## src/rtl/hpt_pkg.sv

```systemverilog
package hpt_pkg;
  localparam int TAG_FLAG_BITS = 7;   // low flag field excluded from compare
  localparam int VPN_TAG_SHIFT = 11;  // page number bits dropped before tag
  localparam int BIT_VALID     = 0;
  localparam int BIT_SECOND    = 1;
  localparam int BIT_LARGE     = 2;

  typedef enum logic [1:0] {
    SEG_256M = 2'd0,
    SEG_1T   = 2'd1,
    SEG_RSV2 = 2'd2,
    SEG_RSV3 = 2'd3
  } seg_code_e;

  typedef enum logic {
    ST_IDLE   = 1'b0,
    ST_STREAM = 1'b1
  } match_state_e;
endpackage

```

## src/rtl/hpt_tag_build.sv

```systemverilog
module hpt_tag_build
  import hpt_pkg::*;
#(
  parameter int DW = 64
) (
  input  logic [DW-1:0] vpn_i,
  input  logic [DW-1:0] pgmask_i,
  input  logic [1:0]    seg_i,
  input  logic          large_i,
  output logic [DW-1:0] tag_o,
  output logic          rsv_o
);
  logic [DW-1:0] abbrev;

  always_comb begin
    abbrev = (vpn_i >> VPN_TAG_SHIFT) & ~pgmask_i;
    tag_o  = abbrev << TAG_FLAG_BITS;
    tag_o[DW-1:DW-2] = tag_o[DW-1:DW-2] | seg_i;
    tag_o[BIT_LARGE] = large_i;
    rsv_o  = (seg_code_e'(seg_i) == SEG_RSV2) || (seg_code_e'(seg_i) == SEG_RSV3);
  end

  // the only flag bit the builder may set is the large flag
  always_comb begin
    p_tag_flags_r1: assert (tag_o[TAG_FLAG_BITS-1:BIT_LARGE+1] == '0 &&
                            tag_o[BIT_SECOND:BIT_VALID] == '0);
  end
endmodule

```

## src/rtl/hpt_lane_cmp.sv

```systemverilog
module hpt_lane_cmp
  import hpt_pkg::*;
#(
  parameter int DW = 64
) (
  input  logic [DW-1:0] v_i,
  input  logic [DW-1:0] tag_i,
  input  logic          sec_i,
  output logic          hit_o
);
  localparam logic [DW-1:0] CMP_MASK = ~((DW'(1) << TAG_FLAG_BITS) - DW'(1));

  logic tag_eq;
  always_comb begin
    tag_eq = ((v_i ^ tag_i) & CMP_MASK) == '0;
    hit_o  = tag_eq && v_i[BIT_VALID] && (v_i[BIT_SECOND] == sec_i);
  end
endmodule

```

## src/rtl/hpt_prio.sv

```systemverilog
module hpt_prio #(
  parameter int N_ENT = 8,
  localparam int IDX_W = $clog2(N_ENT)
) (
  input  logic [N_ENT-1:0] vec_i,
  output logic             any_o,
  output logic [IDX_W-1:0] idx_o
);
  always_comb begin
    any_o = |vec_i;
    idx_o = '0;
    for (int i = N_ENT - 1; i >= 0; i--) begin
      if (vec_i[i]) idx_o = IDX_W'(i);
    end
  end

  // chosen lane is set and nothing below it is
  always_comb begin
    if (any_o) begin
      p_lowest_r5: assert (vec_i[idx_o] &&
        ((vec_i & ((N_ENT'(1) << idx_o) - N_ENT'(1))) == '0));
    end
  end
endmodule

```

## src/rtl/hpt_group_match.sv

```systemverilog
module hpt_group_match
  import hpt_pkg::*;
#(
  parameter int N_ENT = 8,
  parameter int DW    = 64
) (
  input  logic                        clk,
  input  logic                        rst,
  input  logic                        start_i,
  input  logic                        stream_i,
  input  logic                        sec_i,
  input  logic [1:0]                  seg_i,
  input  logic                        large_i,
  input  logic [DW-1:0]               vpn_i,
  input  logic [DW-1:0]               pgmask_i,
  input  logic [N_ENT*2*DW-1:0]       group_i,
  input  logic                        beat_valid_i,
  input  logic [DW-1:0]               beat_v_i,
  input  logic [DW-1:0]               beat_r_i,
  output logic                        busy_o,
  output logic                        done_o,
  output logic                        hit_o,
  output logic [$clog2(N_ENT)-1:0]    idx_o,
  output logic [DW-1:0]               rdata_o,
  output logic                        err_o,
  output logic [DW-1:0]               tag_o
);
  localparam int IDX_W = $clog2(N_ENT);
  localparam int ENT_W = 2 * DW;

  // ---------------- tag construction ----------------
  logic [DW-1:0] tag_now;
  logic          rsv_now;

  hpt_tag_build #(.DW(DW)) u_tag (
    .vpn_i   (vpn_i),
    .pgmask_i(pgmask_i),
    .seg_i   (seg_i),
    .large_i (large_i),
    .tag_o   (tag_now),
    .rsv_o   (rsv_now)
  );

  // ---------------- parallel lanes ----------------
  logic [N_ENT-1:0] par_vec;
  logic             par_any;
  logic [IDX_W-1:0] par_idx;
  logic [DW-1:0]    par_rd;

  for (genvar k = 0; k < N_ENT; k++) begin : g_lane
    hpt_lane_cmp #(.DW(DW)) u_cmp (
      .v_i  (group_i[k*ENT_W +: DW]),
      .tag_i(tag_now),
      .sec_i(sec_i),
      .hit_o(par_vec[k])
    );
  end

  hpt_prio #(.N_ENT(N_ENT)) u_prio (
    .vec_i(par_vec),
    .any_o(par_any),
    .idx_o(par_idx)
  );

  always_comb par_rd = group_i[int'(par_idx)*ENT_W + DW +: DW];

  // ---------------- streamed path ----------------
  match_state_e     state_q;
  logic [DW-1:0]    tag_q;
  logic             sec_q;
  logic             rsv_q;
  logic [IDX_W-1:0] cnt_q;
  logic             found_q;
  logic [IDX_W-1:0] fidx_q;
  logic [DW-1:0]    frd_q;
  logic             beat_hit;

  hpt_lane_cmp #(.DW(DW)) u_beat_cmp (
    .v_i  (beat_v_i),
    .tag_i(tag_q),
    .sec_i(sec_q),
    .hit_o(beat_hit)
  );

  logic             last_beat;
  logic             fin_hit;
  logic [IDX_W-1:0] fin_idx;
  logic [DW-1:0]    fin_rd;

  always_comb begin
    last_beat = beat_valid_i && (cnt_q == IDX_W'(N_ENT - 1));
    fin_hit   = (found_q || beat_hit) && !rsv_q;
    fin_idx   = '0;
    fin_rd    = '0;
    if (fin_hit) begin
      fin_idx = found_q ? fidx_q : cnt_q;
      fin_rd  = found_q ? frd_q  : beat_r_i;
    end
  end

  always_ff @(posedge clk) begin
    if (rst) begin
      state_q <= ST_IDLE;
      tag_q   <= '0;
      sec_q   <= 1'b0;
      rsv_q   <= 1'b0;
      cnt_q   <= '0;
      found_q <= 1'b0;
      fidx_q  <= '0;
      frd_q   <= '0;
      done_o  <= 1'b0;
      hit_o   <= 1'b0;
      idx_o   <= '0;
      rdata_o <= '0;
      err_o   <= 1'b0;
      tag_o   <= '0;
    end else begin
      done_o <= 1'b0;
      unique case (state_q)
        ST_IDLE: begin
          if (start_i) begin
            if (!stream_i) begin
              done_o  <= 1'b1;
              tag_o   <= tag_now;
              err_o   <= rsv_now;
              hit_o   <= par_any && !rsv_now;
              idx_o   <= (par_any && !rsv_now) ? par_idx : '0;
              rdata_o <= (par_any && !rsv_now) ? par_rd  : '0;
            end else begin
              state_q <= ST_STREAM;
              tag_q   <= tag_now;
              sec_q   <= sec_i;
              rsv_q   <= rsv_now;
              cnt_q   <= '0;
              found_q <= 1'b0;
              fidx_q  <= '0;
              frd_q   <= '0;
            end
          end
        end
        ST_STREAM: begin
          if (beat_valid_i) begin
            cnt_q <= cnt_q + IDX_W'(1);
            if (!found_q && beat_hit) begin
              found_q <= 1'b1;
              fidx_q  <= cnt_q;
              frd_q   <= beat_r_i;
            end
            if (last_beat) begin
              state_q <= ST_IDLE;
              done_o  <= 1'b1;
              tag_o   <= tag_q;
              err_o   <= rsv_q;
              hit_o   <= fin_hit;
              idx_o   <= fin_idx;
              rdata_o <= fin_rd;
            end
          end
        end
        default: state_q <= ST_IDLE;
      endcase
    end
  end

  assign busy_o = (state_q == ST_STREAM);

  // ---------------- assertions ----------------
  p_err_nohit_r6: assert property (@(posedge clk) disable iff (rst)
    err_o |-> !hit_o);

  p_miss_clean_r11: assert property (@(posedge clk) disable iff (rst)
    !hit_o |-> (idx_o == '0 && rdata_o == '0));

  p_par_done_r7: assert property (@(posedge clk) disable iff (rst)
    (start_i && !busy_o && !stream_i) |=> done_o);

  p_stream_go_r8: assert property (@(posedge clk) disable iff (rst)
    (start_i && !busy_o && stream_i) |=> (busy_o && !done_o));

  p_stall_hold_r8: assert property (@(posedge clk) disable iff (rst)
    (busy_o && !beat_valid_i) |=> (busy_o && !done_o));

  p_end_done_r8: assert property (@(posedge clk) disable iff (rst)
    $fell(busy_o) |-> done_o);

  p_busy_start_r9: assert property (@(posedge clk) disable iff (rst)
    (busy_o && start_i && !beat_valid_i) |=> !done_o);
endmodule

```

## config.mk

```make
export PLATFORM = sky130hd
export DESIGN_NAME = hpt_group_match
export DESIGN_NICKNAME = d
export VERILOG_FILES = /design/src/rtl/hpt_pkg.sv /design/src/rtl/hpt_tag_build.sv /design/src/rtl/hpt_lane_cmp.sv /design/src/rtl/hpt_prio.sv /design/src/rtl/hpt_group_match.sv
export SDC_FILE = /design/constraint.sdc
export NUM_CORES = 2
export LEC_CHECK = 0
export ABC_AREA = 1
export BUFFER_PORTS_ARGS = -buffer_cell sky130_fd_sc_hd__buf_2
export CORE_AREA = 2 2 560 562
export DETAILED_ROUTE_END_ITERATION = 8
export DIE_AREA = 0 0 562 564
export PLACE_DENSITY_LB_ADDON = 0.3
export SLEW_MARGIN = 20
export SYNTH_ARGS = -nofsm -noshare
export SYNTH_HDL_FRONTEND = slang
export SYNTH_SLANG_ARGS = --single-unit
```

## constraint.sdc

```tcl
create_clock -name clk -period 2.4 [get_ports clk]
set_input_delay 0.36 -clock clk [delete_from_list [all_inputs] [get_ports clk]]
set_output_delay 0.36 -clock clk [all_outputs]
set_load 0.05 [all_outputs]
```

==> summary.txt <==
Yosys
  • Yosys top cell area share: 26.4%
  • Post-Syn Instances: 5,408
  • Post-Synth Simple-Gate Area: 49.9%
  • Flops & latches, synth: 256
  • Synth Area in XOR/XNOR: 8.27%
  • Seq/Total Area, Yosys: 17.9%
  • Syn_area_per_cell: 5.30 um2
  • Warnings from Yosys: 0
  • Synth Cell Area: 0.0287 mm2
  • Synth unique cells: 47
  • Synth Area in Compound Gates: 10.1%
  • Fraction of the mapped netlist area in adder cells: 0.0873%
  • Yosys top cell by area: nand2_1
  • Mux contribution to synthesized area: 0%
  • Largest family of logic cells by synthesized area: simple AND/OR/NAND/NOR gates
  • Synth top area cells: nand2_1, dfxtp_1, inv_1, nand3_1, nor2_1

Critical path
  • Worst-case reg-to-reg path depth: 14
  • Startpoint class of the critical path: input pin
  • Reg-to-Reg Start: tag_q[36]
  • Slowest CP cell: nand2_1
  • R2R Path End: frd_q[39]
  • Worst Path Required: 2.99 ns
  • Critical path capture point type: flop
  • Critical Path AT: 3.60 ns
  • R2R setup slack: -0.48 ns
  • Max incr delay on CP: 0.22 ns
  • Critical path fanouts, max: 8
  • Sequence of cells on the critical path: buf_2 -> nand2_2 -> nand2_1 -> o21ai_0 -> nor2_1 -> nand2_1 -> nor2_1 -> nand3_2 -> buf_6 -> o21ai_4 -> buf_6 -> nand3b_1 -> buf_12 -> nand3_4 -> nor3_4 -> buf_6 -> buf_12 -> clkbuf_16 -> clkbuf_16 -> nand3_2 -> nand3_2 -> nand2_1 -> inv_1
  • Crit Path Class: input pin to flop

Place
  • Setup WS pre-CTS: -2.16 ns
  • # port buffers: 1,348
  • Placer Congestion: 0.990
  • DP Wirelength: 311,000 um
  • Post-DP Area: 0.0490 mm2
  • Cells after DPL: 11,700

Die
  • Die footprint: 0.317 mm2
  • Cell row count: 205
  • Initial cell density of the core: 9.22%
  • Core area: 0.311 mm2
  • # IOs: 1,424
  • Die height: 564 um
  • Die W: 562 um

Timing
  • Final Critical Period: 3.00 ns
  • Crit share post-route: 125%
  • Max Fclk: 0.333 GHz
  • Fin. max-slew vios: 0
  • RSZ-0062 raised after global routing: true
  • Clock skew: 0.0386 ns
  • Final hold vios: 0
  • Slew @ Worst Pin: 0.872 ns
  • Final Worst Setup Slack: -0.605 ns
  • # setup viols final: 136
  • WHS: 0.0963 ns
  • Rel. slew slack: 41.9%

Detailed routing
  • Total Routed Length: 361,000 um
  • Residual DRC count: 0
  • Initial DRT Pass Iterations: 6
  • Via count: 46,800
  • Iteration-0 DRC Markers: 3,342
  • Post-DR vias/cell: 3.86
  • ANT nets after route: 0
  • Wire length per cell: 29.8 um

Power and ir drop
  • PD cells: 340 mW/mm2
  • Peak supply drop: 0.459 mV
  • Lkg Pwr: 29.8 nW

Clock tree
  • H-tree levels: 2
  • Clock root buffer: clkbuf_16
  • Worst-path clk slew: 0.06 ns
  • CTS max path bufs: 3
  • Clock latency on the worst-skew pair: 0.65 ns
  • CTS tree: done
  • TritonCTS Buffers: 41
  • CTS sink cnt: 256

GRT
  • Tot GR Track Use: 21.5%
  • Vias in the first global route: 44,800
  • Initial antenna violation count: 220
  • Largest net degree at the start of global routing: 95
  • First-pass GRT wire length: 447,000 um
  • Overflow after GRT: 0

Hold path
  • WHS Path Cells: 4
  • Hold Crit Class: input pin to flop
  • Hold EP: tag_o[11]
  • Min-delay src: pgmask_i[4]

Finish
  • Register area: 0.00514 mm2
  • Non-Filler Instances: 12,100
  • Post-route core utilization: 19.1%
  • Final instance area: 0.0594 mm2
  • Nets: 9,098
  • Fillers: 36,200
  • Area of the multi-input gates: 0.0244 mm2
  • Share of cells above drive strength 1: 46.1%
  • Layout area overhead: 107%

Job
  • Max Cap Viol: 0

Outcome
  • Failing checks: setup timing
  • Status: finished with violations
critical path: cells and delay by family:
kind                   cells  cell delay (ns)
AOI/OAI and AO/OA          2             0.27
buffers and inverters      9             1.29
and+or+nand+nor           12             1.61
kinds of logic (layout without fill, tap and decap cells):
| group | Yosys count | count (layout) |
|---|---|---|
| compound gates | 547 | 547 |
| xor+xnor | 269 | 269 |
| fa+ha+maj | 2 | 2 |
| buf+inv | 964 | 3386 |
| flops | 256 | 256 |
| other cells | 1 | 143 |
| simple gates | 3369 | 3370 |
metal layers:
layer / track usage [%] / share of wire (%)
met1: 22.9 / 37
met4: 12.4 / 7.0
met2: 40.1 / 51
met5: 0 / 0.16
met3: 3.43 / 5.0
cell type report:
cell class / instances / area share, %
clock inverter: 16 / 0.316
antenna: 135 / 0.569
clock buffer: 58 / 1.99
sequential: 256 / 8.66
tap: 4140 / 8.72
inverter: 704 / 4.55
timing repair buffer: 2608 / 34.2
multi-input combinational: 4196 / 41.0
how the worst max path moves through the flow:
stage | cells after the start | from | slack [ns] | endpoint
2_1_floorplan | 19 | pgmask_i[34] | 0.002 | rdata_o[0]
3_3_place_gp | 24 | pgmask_i[12] | -2.17 | rdata_o[20]
3_5_place_dp | 20 | pgmask_i[6] | -2.16 | rdata_o[20]
4_1_cts | 30 | pgmask_i[12] | -0.52 | rdata_o[43]
5_1_grt | 26 | pgmask_i[28] | -0.63 | rdata_o[28]
6_report | 23 | vpn_i[36] | -0.60 | rdata_o[21]
cell usage after synthesis (all sizes together):
library cell	n
ha	2
or2	75
nor3b	6
o21ai	326
xor2	81
nand3	428
a31oi	58
nor2b	8
or4	1
and2	3
o21bai	1
a2111oi	1
nor4	36
o22ai	6
a221oi	2
conb	1
xnor2	188
clkbuf	123
buf	137
a211oi	19
nor3	44
nand4	86
clkinv	2
nand2	2050
and3	3
dfxtp	256
nor2	540
a22o	2
a21oi	132
nand2b	3
inv	702
nand3b	86
metrics by stage:
stage | setup TNS, ns | power [mW]
after detailed placement | -169.40 | 13.0
final | -62.42 | 20.2
after global routing | -71.19 | 21.0
after floorplan | 0 | 7.68
after global placement | -172.37 | 13.0
after CTS | -48.29 | 20.2
flip-flops by register name, indices dropped and copies added, names as in the netlist:
| name | count |
|---|---|
| busy_o | 1 |
| err_o | 1 |
| cnt_q | 3 |
| rsv_q | 1 |
| tag_o | 56 |
| rdata_o | 64 |
| done_o | 1 |
| found_q | 1 |
| sec_q | 1 |
| frd_q | 64 |
| tag_q | 56 |
| hit_o | 1 |
| idx_o | 3 |
| fidx_q | 3 |
what timing repair did:
item	4_1_cts	5_1_grt
resized for setup	793	665
hold endpoints to repair	67	0
setup endpoints to repair	137	137
pin swaps	132	284
cloned	22	17
hold buffers	66	0
buffers inserted	99	46
placed cells by master, fill, tap and decap left out, types with 57 or more instances in the layout:
cell	count
a21oi_1	59
a21oi_2	70
xor2_1	61
nand3_2	149
nor2_2	91
xnor2_1	159
or2_2	57
diode_2	135
nand2_2	173
buf_12	187
dlygate4sd3_1	66
buf_4	831
nand2_1	1713
a31oi_1	57
nand3_1	243
nand2_4	148
buf_6	120
nand4_1	86
o21ai_1	77
inv_1	647
dfxtp_1	246
buf_2	1327
o21ai_0	184
nor2_1	423
nand3b_1	86
report_power, final:
part           internal (mW)  total (mW)  leakage [nW]  switching (mW)
Combinational           3.59        9.09          27.0            5.51
Clock                   3.67        6.44         0.676            2.78
Sequential              4.46        4.67          2.10           0.206
Total                   11.7        20.2          29.8            8.49
Note: power is estimated with default switching activity, not from simulation.
